===== src/rtl/cse_pkg.sv =====
package cse_pkg;
  localparam int SLOT_W  = 20;
  localparam int N_TX    = 3;
  localparam int N_RX    = 2;
  localparam int CODEC_W = 2;

  typedef enum logic [1:0] {
    SEL_CMD = 2'd0,
    SEL_DAT = 2'd1,
    SEL_AUX = 2'd2
  } tx_sel_e;

  // Which slots go out in a frame: data only rides along with a command.
  function automatic logic [N_TX-1:0] fire_mask(input logic [N_TX-1:0] busy,
                                                input logic [N_TX-1:0] en);
    logic cmd;
    cmd = busy[0] & en[0];
    return {busy[2] & en[2], busy[1] & en[1] & cmd, cmd};
  endfunction

  // A received word is kept only if tagged and from the addressed codec.
  function automatic logic rx_accept(input logic tag,
                                     input logic [CODEC_W-1:0] got,
                                     input logic [CODEC_W-1:0] want);
    return tag && (got == want);
  endfunction
endpackage


===== src/rtl/cse_tx_slot.sv =====
module cse_tx_slot #(
  parameter int W = 20
) (
  input  logic         clk,
  input  logic         rst_n,
  input  logic         load,
  input  logic [W-1:0] load_word,
  input  logic         consume,
  output logic         pending,
  output logic [W-1:0] word
);
  always_ff @(posedge clk) begin
    if (!rst_n) begin
      pending <= 1'b0;
      word    <= '0;
    end else if (load) begin
      pending <= 1'b1;
      word    <= load_word;
    end else if (consume) begin
      pending <= 1'b0;
    end
  end

  a_r2_busy_set: assert property (@(posedge clk) disable iff (!rst_n)
    load |=> pending);
  a_r3_busy_clear: assert property (@(posedge clk) disable iff (!rst_n)
    consume && !load |=> !pending);
  a_r5_hold_word: assert property (@(posedge clk) disable iff (!rst_n)
    pending && !consume && !load |=> pending && $stable(word));
endmodule


===== src/rtl/cse_rx_slot.sv =====
module cse_rx_slot #(
  parameter int W = 20
) (
  input  logic         clk,
  input  logic         rst_n,
  input  logic         capture,
  input  logic [W-1:0] cap_word,
  input  logic         rd,
  input  logic         flush,
  output logic         valid,
  output logic [W-1:0] word
);
  always_ff @(posedge clk) begin
    if (!rst_n) begin
      valid <= 1'b0;
      word  <= '0;
    end else if (capture) begin
      valid <= 1'b1;
      word  <= cap_word;
    end else if (rd || flush) begin
      valid <= 1'b0;
    end
  end

  a_r8_read_empties: assert property (@(posedge clk) disable iff (!rst_n)
    rd && !capture |=> !valid);
  a_r8_capture_sets: assert property (@(posedge clk) disable iff (!rst_n)
    capture |=> valid && (word == $past(cap_word)));
endmodule


===== src/rtl/cmd_slot_engine.sv =====
module cmd_slot_engine
  import cse_pkg::*;
#(
  parameter int W  = SLOT_W,
  parameter int CW = CODEC_W
) (
  input  logic          clk,
  input  logic          rst_n,
  input  logic          wr_en,
  input  logic [1:0]    wr_sel,
  input  logic [W-1:0]  wr_data,
  input  logic          rd_en,
  input  logic          rd_sel,
  output logic [W-1:0]  rd_data,
  input  logic [2:0]    ctl_tx_en,
  input  logic [CW-1:0] ctl_codec,
  input  logic          frame_start,
  output logic [2:0]    tx_tag,
  output logic [W-1:0]  tx_slot1,
  output logic [W-1:0]  tx_slot2,
  output logic [W-1:0]  tx_slot12,
  output logic [CW-1:0] tx_codec,
  input  logic          rx_strobe,
  input  logic [1:0]    rx_tag,
  input  logic [CW-1:0] rx_codec,
  input  logic [W-1:0]  rx_slot1,
  input  logic [W-1:0]  rx_slot2,
  output logic [2:0]    stat_busy,
  output logic [1:0]    stat_rxv
);
  logic [W-1:0]    tx_word  [N_TX];
  logic [W-1:0]    out_word [N_TX];
  logic [W-1:0]    rx_in    [N_RX];
  logic [W-1:0]    rx_word  [N_RX];
  logic [N_TX-1:0] fire;
  logic [CW-1:0]   req_codec;
  logic            cmd_write;

  assign fire      = fire_mask(stat_busy, ctl_tx_en);
  assign cmd_write = wr_en && (wr_sel == SEL_CMD);
  assign rx_in[0]  = rx_slot1;
  assign rx_in[1]  = rx_slot2;

  for (genvar g = 0; g < N_TX; g++) begin : g_tx
    cse_tx_slot #(.W(W)) u_slot (
      .clk       (clk),
      .rst_n     (rst_n),
      .load      (wr_en && (wr_sel == 2'(g))),
      .load_word (wr_data),
      .consume   (frame_start && fire[g]),
      .pending   (stat_busy[g]),
      .word      (tx_word[g])
    );
  end

  for (genvar g = 0; g < N_RX; g++) begin : g_rx
    cse_rx_slot #(.W(W)) u_slot (
      .clk      (clk),
      .rst_n    (rst_n),
      .capture  (rx_strobe && rx_accept(rx_tag[g], rx_codec, req_codec)),
      .cap_word (rx_in[g]),
      .rd       (rd_en && (rd_sel == 1'(g))),
      .flush    (cmd_write),
      .valid    (stat_rxv[g]),
      .word     (rx_word[g])
    );
  end

  always_ff @(posedge clk) begin
    if (!rst_n) begin
      tx_tag    <= '0;
      tx_codec  <= '0;
      req_codec <= '0;
      for (int i = 0; i < N_TX; i++) out_word[i] <= '0;
    end else if (frame_start) begin
      tx_tag   <= fire;
      tx_codec <= ctl_codec;
      if (fire[0]) req_codec <= ctl_codec;
      for (int i = 0; i < N_TX; i++) out_word[i] <= fire[i] ? tx_word[i] : '0;
    end
  end

  assign tx_slot1  = out_word[0];
  assign tx_slot2  = out_word[1];
  assign tx_slot12 = out_word[2];
  assign rd_data   = rd_sel ? rx_word[1] : rx_word[0];

  a_r4_data_with_cmd: assert property (@(posedge clk) disable iff (!rst_n)
    tx_tag[1] |-> tx_tag[0]);
  a_r4_data_waits: assert property (@(posedge clk) disable iff (!rst_n)
    frame_start && stat_busy[1] && !stat_busy[0] && !wr_en |=> stat_busy[1] && !tx_tag[1]);
  a_r9_flush_rx: assert property (@(posedge clk) disable iff (!rst_n)
    cmd_write && !rx_strobe |=> stat_rxv == 2'b00);
  a_r7_codec_follow: assert property (@(posedge clk) disable iff (!rst_n)
    frame_start |=> tx_codec == $past(ctl_codec));
endmodule


===== config.mk =====
export PLATFORM = sky130hd
export DESIGN_NAME = cmd_slot_engine
export DESIGN_NICKNAME = d
export VERILOG_FILES = /design/src/rtl/cse_pkg.sv /design/src/rtl/cse_tx_slot.sv /design/src/rtl/cse_rx_slot.sv /design/src/rtl/cmd_slot_engine.sv
export SDC_FILE = /design/constraint.sdc
export NUM_CORES = 1
export LEC_CHECK = 0
export BUFFER_PORTS_ARGS = -buffer_cell sky130_fd_sc_hd__buf_2
export CORE_UTILIZATION = 55
export CTS_CLUSTER_SIZE = 24
export DETAILED_ROUTE_END_ITERATION = 6
export PLACE_DENSITY = 0.82
export SLEW_MARGIN = 20
export SYNTH_ARGS = -nofsm -noshare
export SYNTH_HDL_FRONTEND = slang
export SYNTH_HIERARCHICAL = 1
export SYNTH_SLANG_ARGS = --single-unit

===== constraint.sdc =====
create_clock -name clk -period 4.5 [get_ports clk]
set_input_delay 0.225 -clock clk [delete_from_list [all_inputs] [get_ports clk]]
set_output_delay 0.225 -clock clk [all_outputs]
set_load 0.05 [all_outputs]

Word level (Yosys, flattened, before mapping)
Memory sizes are Yosys's and may differ from the RTL's.
Index checks and enable logic that the tools add are counted.
{"block": "op_classes", "reduce_logical": 21, "mux": 21, "eq_ne": 3, "bitwise": 8}
{"cell": "$mux W20", "count": 7}
{"cell": "$mux W1", "count": 14}
{"cell": "$logic_and A1 B1 Y1", "count": 12}
{"cell": "$reduce_bool A2 Y1", "count": 5}
{"cell": "$and A1 B1 Y1", "count": 4}
{"cell": "$or A1 B1 Y1", "count": 3}
{"cell": "$eq A2 B1 Y1 const B", "count": 1}
{"cell": "$eq A2 B2 Y1", "count": 1}
{"cell": "$eq A2 B2 Y1 const B", "count": 1}
{"cell": "$logic_not A2 Y1", "count": 1}
{"cell": "$logic_or A1 B1 Y1", "count": 2}
{"cell": "$reduce_and A2 Y1", "count": 1}
{"cell": "$not A1 Y1", "count": 1}
{"block": "word_totals", "ramBits": 60, "n_memories": 1, "reg_bits": 112, "inputBits": 78, "word_cells": 67}
{"memory": "out_word", "depth": 3, "word_bits": 20, "read_ports": 3, "rd_clocked_by_memory_dff": 0, "write_ports": 3, "line_no": "cmd_slot_engine.sv:32", "rtl": "logic [W-1:0] out_word [N_TX];"}

Logic depth before layout (Yosys ltp)
{"block": "depth", "depth_word": 5, "ltp_mapped": 6, "ltp_nobuf": 4}

Cells and area by module
The synthesis kept the hierarchy.
{"module": "cmd_slot_engine", "cells_per_inst": 191, "instances": 1, "area_each_um2": 2877.8}
{"module": "cse_tx_slot", "cells_per_inst": 68, "instances": 3, "area_each_um2": 818.3}
{"module": "cse_rx_slot", "cells_per_inst": 68, "instances": 2, "area_each_um2": 819.5}

Worst setup path after synthesis
No wires, ideal clock.
{"block": "synth_timing", "kind": "input port to flip-flop", "startpoint": "input rst_n", "endpoint": "memory out_word[0][0] (enable)", "setup_time_ns": 0.414, "setup_slack_ns": 2.533, "path_stages": 2, "t_arrival_ns": 1.553, "path_cell_list": "nor2b_1 -> inv_1"}
{"item": "from (decl)", "line_no": "cmd_slot_engine.sv:8", "rtl": "input logic rst_n,"}
{"item": "to (decl)", "line_no": "cmd_slot_engine.sv:32"}

Worst setup path in the final report
{"block": "layout_timing", "startpoint": "register req_codec[1]", "endpoint": "register g_rx[1].u_slot.word[3]"}
{"block": "layout_between", "elab_chain_len": 3}
{"item": "from (decl)", "line_no": "cmd_slot_engine.sv:36", "rtl": "logic [CW-1:0] req_codec;"}
{"item": "from (signal assigned)", "line_no": "cmd_slot_engine.sv:78", "rtl": "if (fire[0]) req_codec <= ctl_codec;"}
{"item": "$eq A2 B2 Y1", "line_no": "cse_pkg.sv:25", "rtl": "return tag && (got == want);"}
{"item": "$logic_and A1 B1 Y1", "line_no": "cse_pkg.sv:25"}
{"item": "$logic_and A1 B1 Y1", "line_no": "cmd_slot_engine.sv:60", "rtl": ".capture (rx_strobe && rx_accept(rx_tag[g], rx_codec, req_codec)),"}
{"item": "to (signal assigned)", "line_no": "cse_rx_slot.sv:19", "rtl": "word <= cap_word;"}
{"item": "to (decl)", "line_no": "cse_rx_slot.sv:11", "rtl": "output logic [W-1:0] word"}
Every way passes these cells.
A chain may end at the register's enable or synchronous reset.

==> results by group <==
Synthesis
  • Post-synth EDFFs: 60
  • Post-synthesis sequential area ratio: approximately three fifths
  • Unique masters post-synth: 23
  • Syn Inst Count: approximately 530
  • Largest family of logic cells by synthesized area: multiplexers
  • Total number of yosys warnings: 6
  • FF+latch count, synth: approximately 170
  • Syn Area/Cell: between 10 and 15 sq um
  • Mux contribution to synthesized area: 18.2%
  • Area fraction in compound gates after synthesis: less than 1%
  • Syn nets: 609
  • Synth Area in Simple Gates: ~17%
  • Synth Area in XOR/XNOR: less than 1%
  • Post-Syn Area: roughly 7000 sq um
  • Async set or reset register ratio after synthesis: 0%
  • Ys flop type: dfxtp_1
  • Post-synthesis adder-cell area fraction: 0%

Power
  • Seq pwr share: between 40% and 50%
  • Clock power share: 41.2%
  • Internal power: 2.59 mW
  • Comb power frac: around a tenth
  • PD cells: roughly 400 nW/um^2
  • Net switching power: slightly above 0.8 mW
  • Peak supply drop: ~0.2 mV
  • Leakage: around 3.4 nW
  • Sw Ratio: around a quarter

Die
  • Die Wd: between 100 and 150 microns
  • Die height: between 100 and 150 microns
  • Starting density of the core: ~57%
  • Die Area: between 10000 and 15000 sq um
  • Number of cell rows: 40
  • Boundary pin count: around 170
  • Total core area: 12200 sq um

STA
  • Hold Vio Cnt, Final: 0
  • Total negative slack: 0 ps
  • RSZ-0062 raised after global routing: false
  • Final setup viols: 0
  • Fmax: around 0.47 GHz
  • Clock skew: approximately 7.4 ps
  • Max Slew Vio Count: 0
  • Final period utilization: about 47%
  • Fin crit period: between 2000 and 2500 ps
  • Max_slew headroom: just under 30%
  • Worst Slack Setup Final: around 2400 ps
  • Measured slew at the worst slew-check pin: between 1000 and 1500 ps

Clock network
  • Longest Clk Path Bufs: 2
  • Root Driver: clkbuf_16
  • # hold bufs at CTS: 0
  • CTS tree: built
  • Clock transition at path regs: around 60 ps
  • Clock Latency Late Sink: roughly 420 ps
  • Clk sink count: about 170
  • CTS buffer count: 17
  • CTS resizes: 0
  • Htree depth: 4
  • Post-CTS setup buffers: 0

Layout
  • Final nets: ~760
  • Most frequent cells in the layout: 167 x buf_2, 112 x dfxtp_1, 107 x nor2b_1
  • Fillcell total: roughly 900
  • Area of the multi-input gates: about 2600 sq um
  • Commonest non-fill, non-tap cell in the layout: buf_2
  • Antenna fix cells: 0
  • Layout cell share with drive strength beyond 1: ~32%
  • Finished layout cell area: ~8300 sq um
  • FF+latch area: slightly above 4000 sq um
  • Area Overhead vs Synth: 18.8%

Route
  • Wire per inst: 15.6 microns
  • ANT nets after route: 0
  • 1st-pass router iterations: 4
  • Vias: roughly 4400
  • Starting DRT DRC Count: approximately 230
  • Via-to-Cell Ratio: between 5 and 6
  • DRC Markers: 0
  • DRT Wirelength: around 14000 microns

Global routing
  • Grt ovf: 0
  • Initial antenna violation count: 0
  • Vias in the first global route: roughly 4400
  • First-pass GRT wire length: between 20000 and 25000 microns
  • Largest net degree at the start of global routing: 114
  • Total track usage: 21.7%

Place
  • GPL Wtd Cong: ~0.75
  • Worst slack, placed: about 2300 ps
  • Port bufs: between 150 and 200
  • Hpwl dp: between 8000 and 9000 microns
  • Placed inst area: 7720 sq um

Critical path
  • Data arrival time of the worst path: 2450 ps
  • Crit path max-delay cell type: nor3_2
  • Buf/Inv on CP: 1
  • WP data required: around 4800 ps
  • CP top delay family: simple AND/OR/NAND/NOR gates
  • Critical path endpoint category: flip-flop
  • Crit-path max FO: 11
  • Crit path launch type: flip-flop
  • CP Cell Sequence: xor2_1, nor3_2, buf_4, mux2i_1, nor2b_1
  • CP Class: flip-flop to flip-flop
  • Max incr delay on CP: 870 ps

Run
  • Max-cap check violation count: 0

Worst hold path
  • Hold crit path type: primary input to flip-flop

Status
  • Outcome: complete, no violations
[logic make-up (layout without fill, tap and decap cells)]
logic type / count (synthesis) / in the layout
AOI/OAI and AO/OA: 8 / 8
DFF: 172 / 172
muxes: 124 / 124
buffers and inverters: 39 / 207
and+or+nand+nor: 186 / 186
xor gates and xnor gates: 2 / 2
[routing by layer]
layer	GRT usage, %	share of wire (%)	wire length (microns)
met1	27.3	46	6270
met2	35.0	46	6210
met3	6.25	7.0	944
met4	9.00	1.1	147
met5	0	0	0
[cells in the mapped netlist (all sizes together), types with 3 or more instances]
library cell	n	area, sq um
and3	3	18.8
nor2b	107	669
mux2	20	225
and4	22	195
dfxtp	112	2240
edfxtp	60	1800
o21a	5	37.5
mux2i	104	1040
buf	21	299
nor3b	3	22.5
nand2	6	22.5
and2	41	257
clkbuf	17	66.3
[worst paths after layout]
kind | startpoint | end | slack [ps] | cells past startpoint
max | req_codec[1] | g_rx[1].u_slot/word[3] | 2360 | 5
min | rx_slot1[13] | g_rx[0].u_slot/word[13] | 70 | 3
max reg2reg | req_codec[1] | g_rx[1].u_slot/word[3] | 2360 | 5
min reg2reg | req_codec[0] | req_codec[0] | 480 | 2
[power groups by stage]
stage	logic, mW	clock network [mW]	registers [mW]
after floorplan	0.141	0	1.80
after global placement	0.311	0	1.71
after detailed placement	0.316	0	1.71
after CTS	0.317	1.43	1.68
after global routing	0.334	1.50	1.69
final	0.315	1.40	1.68
[cell type report]
type | instances | area share, %
sequential | 172 | 48.8
multi-input combinational | 320 | 31.1
timing repair buffer | 174 | 10.7
clock buffer | 20 | 5.39
tap | 168 | 2.54
clock inverter | 12 | 1.43
inverter | 1 | 0.0453
[worst register-to-register path: stages, from the launching register on]
cell and delay [ps]:
dfxtp_1 320, xor2_1 180, nor3_2 870, buf_4 380, mux2i_1 220, nor2b_1 60
[sequential cells by signal, indices dropped and copies added (netlist names)]
register and cells:
out_word 60, tx_tag 3, g_tx.u_slot/word 60, g_tx.u_slot/pending 3, g_rx.u_slot/word 40, g_rx.u_slot/valid 2
tx_codec 2, req_codec 2
[per-stage QoR]
step	hold WS (ps)	utilization, %	power (mW)	instances
finish	65.8	68.1	3.39	867
global route	61.7	68.1	3.51	867
CTS	44.3	68.1	3.43	867
detailed placement	474	63.5	2.03	835
global placement	460	63.5	2.02	835
floorplan	353	-	1.94	531
Note: power is estimated with default switching activity, not from simulation.
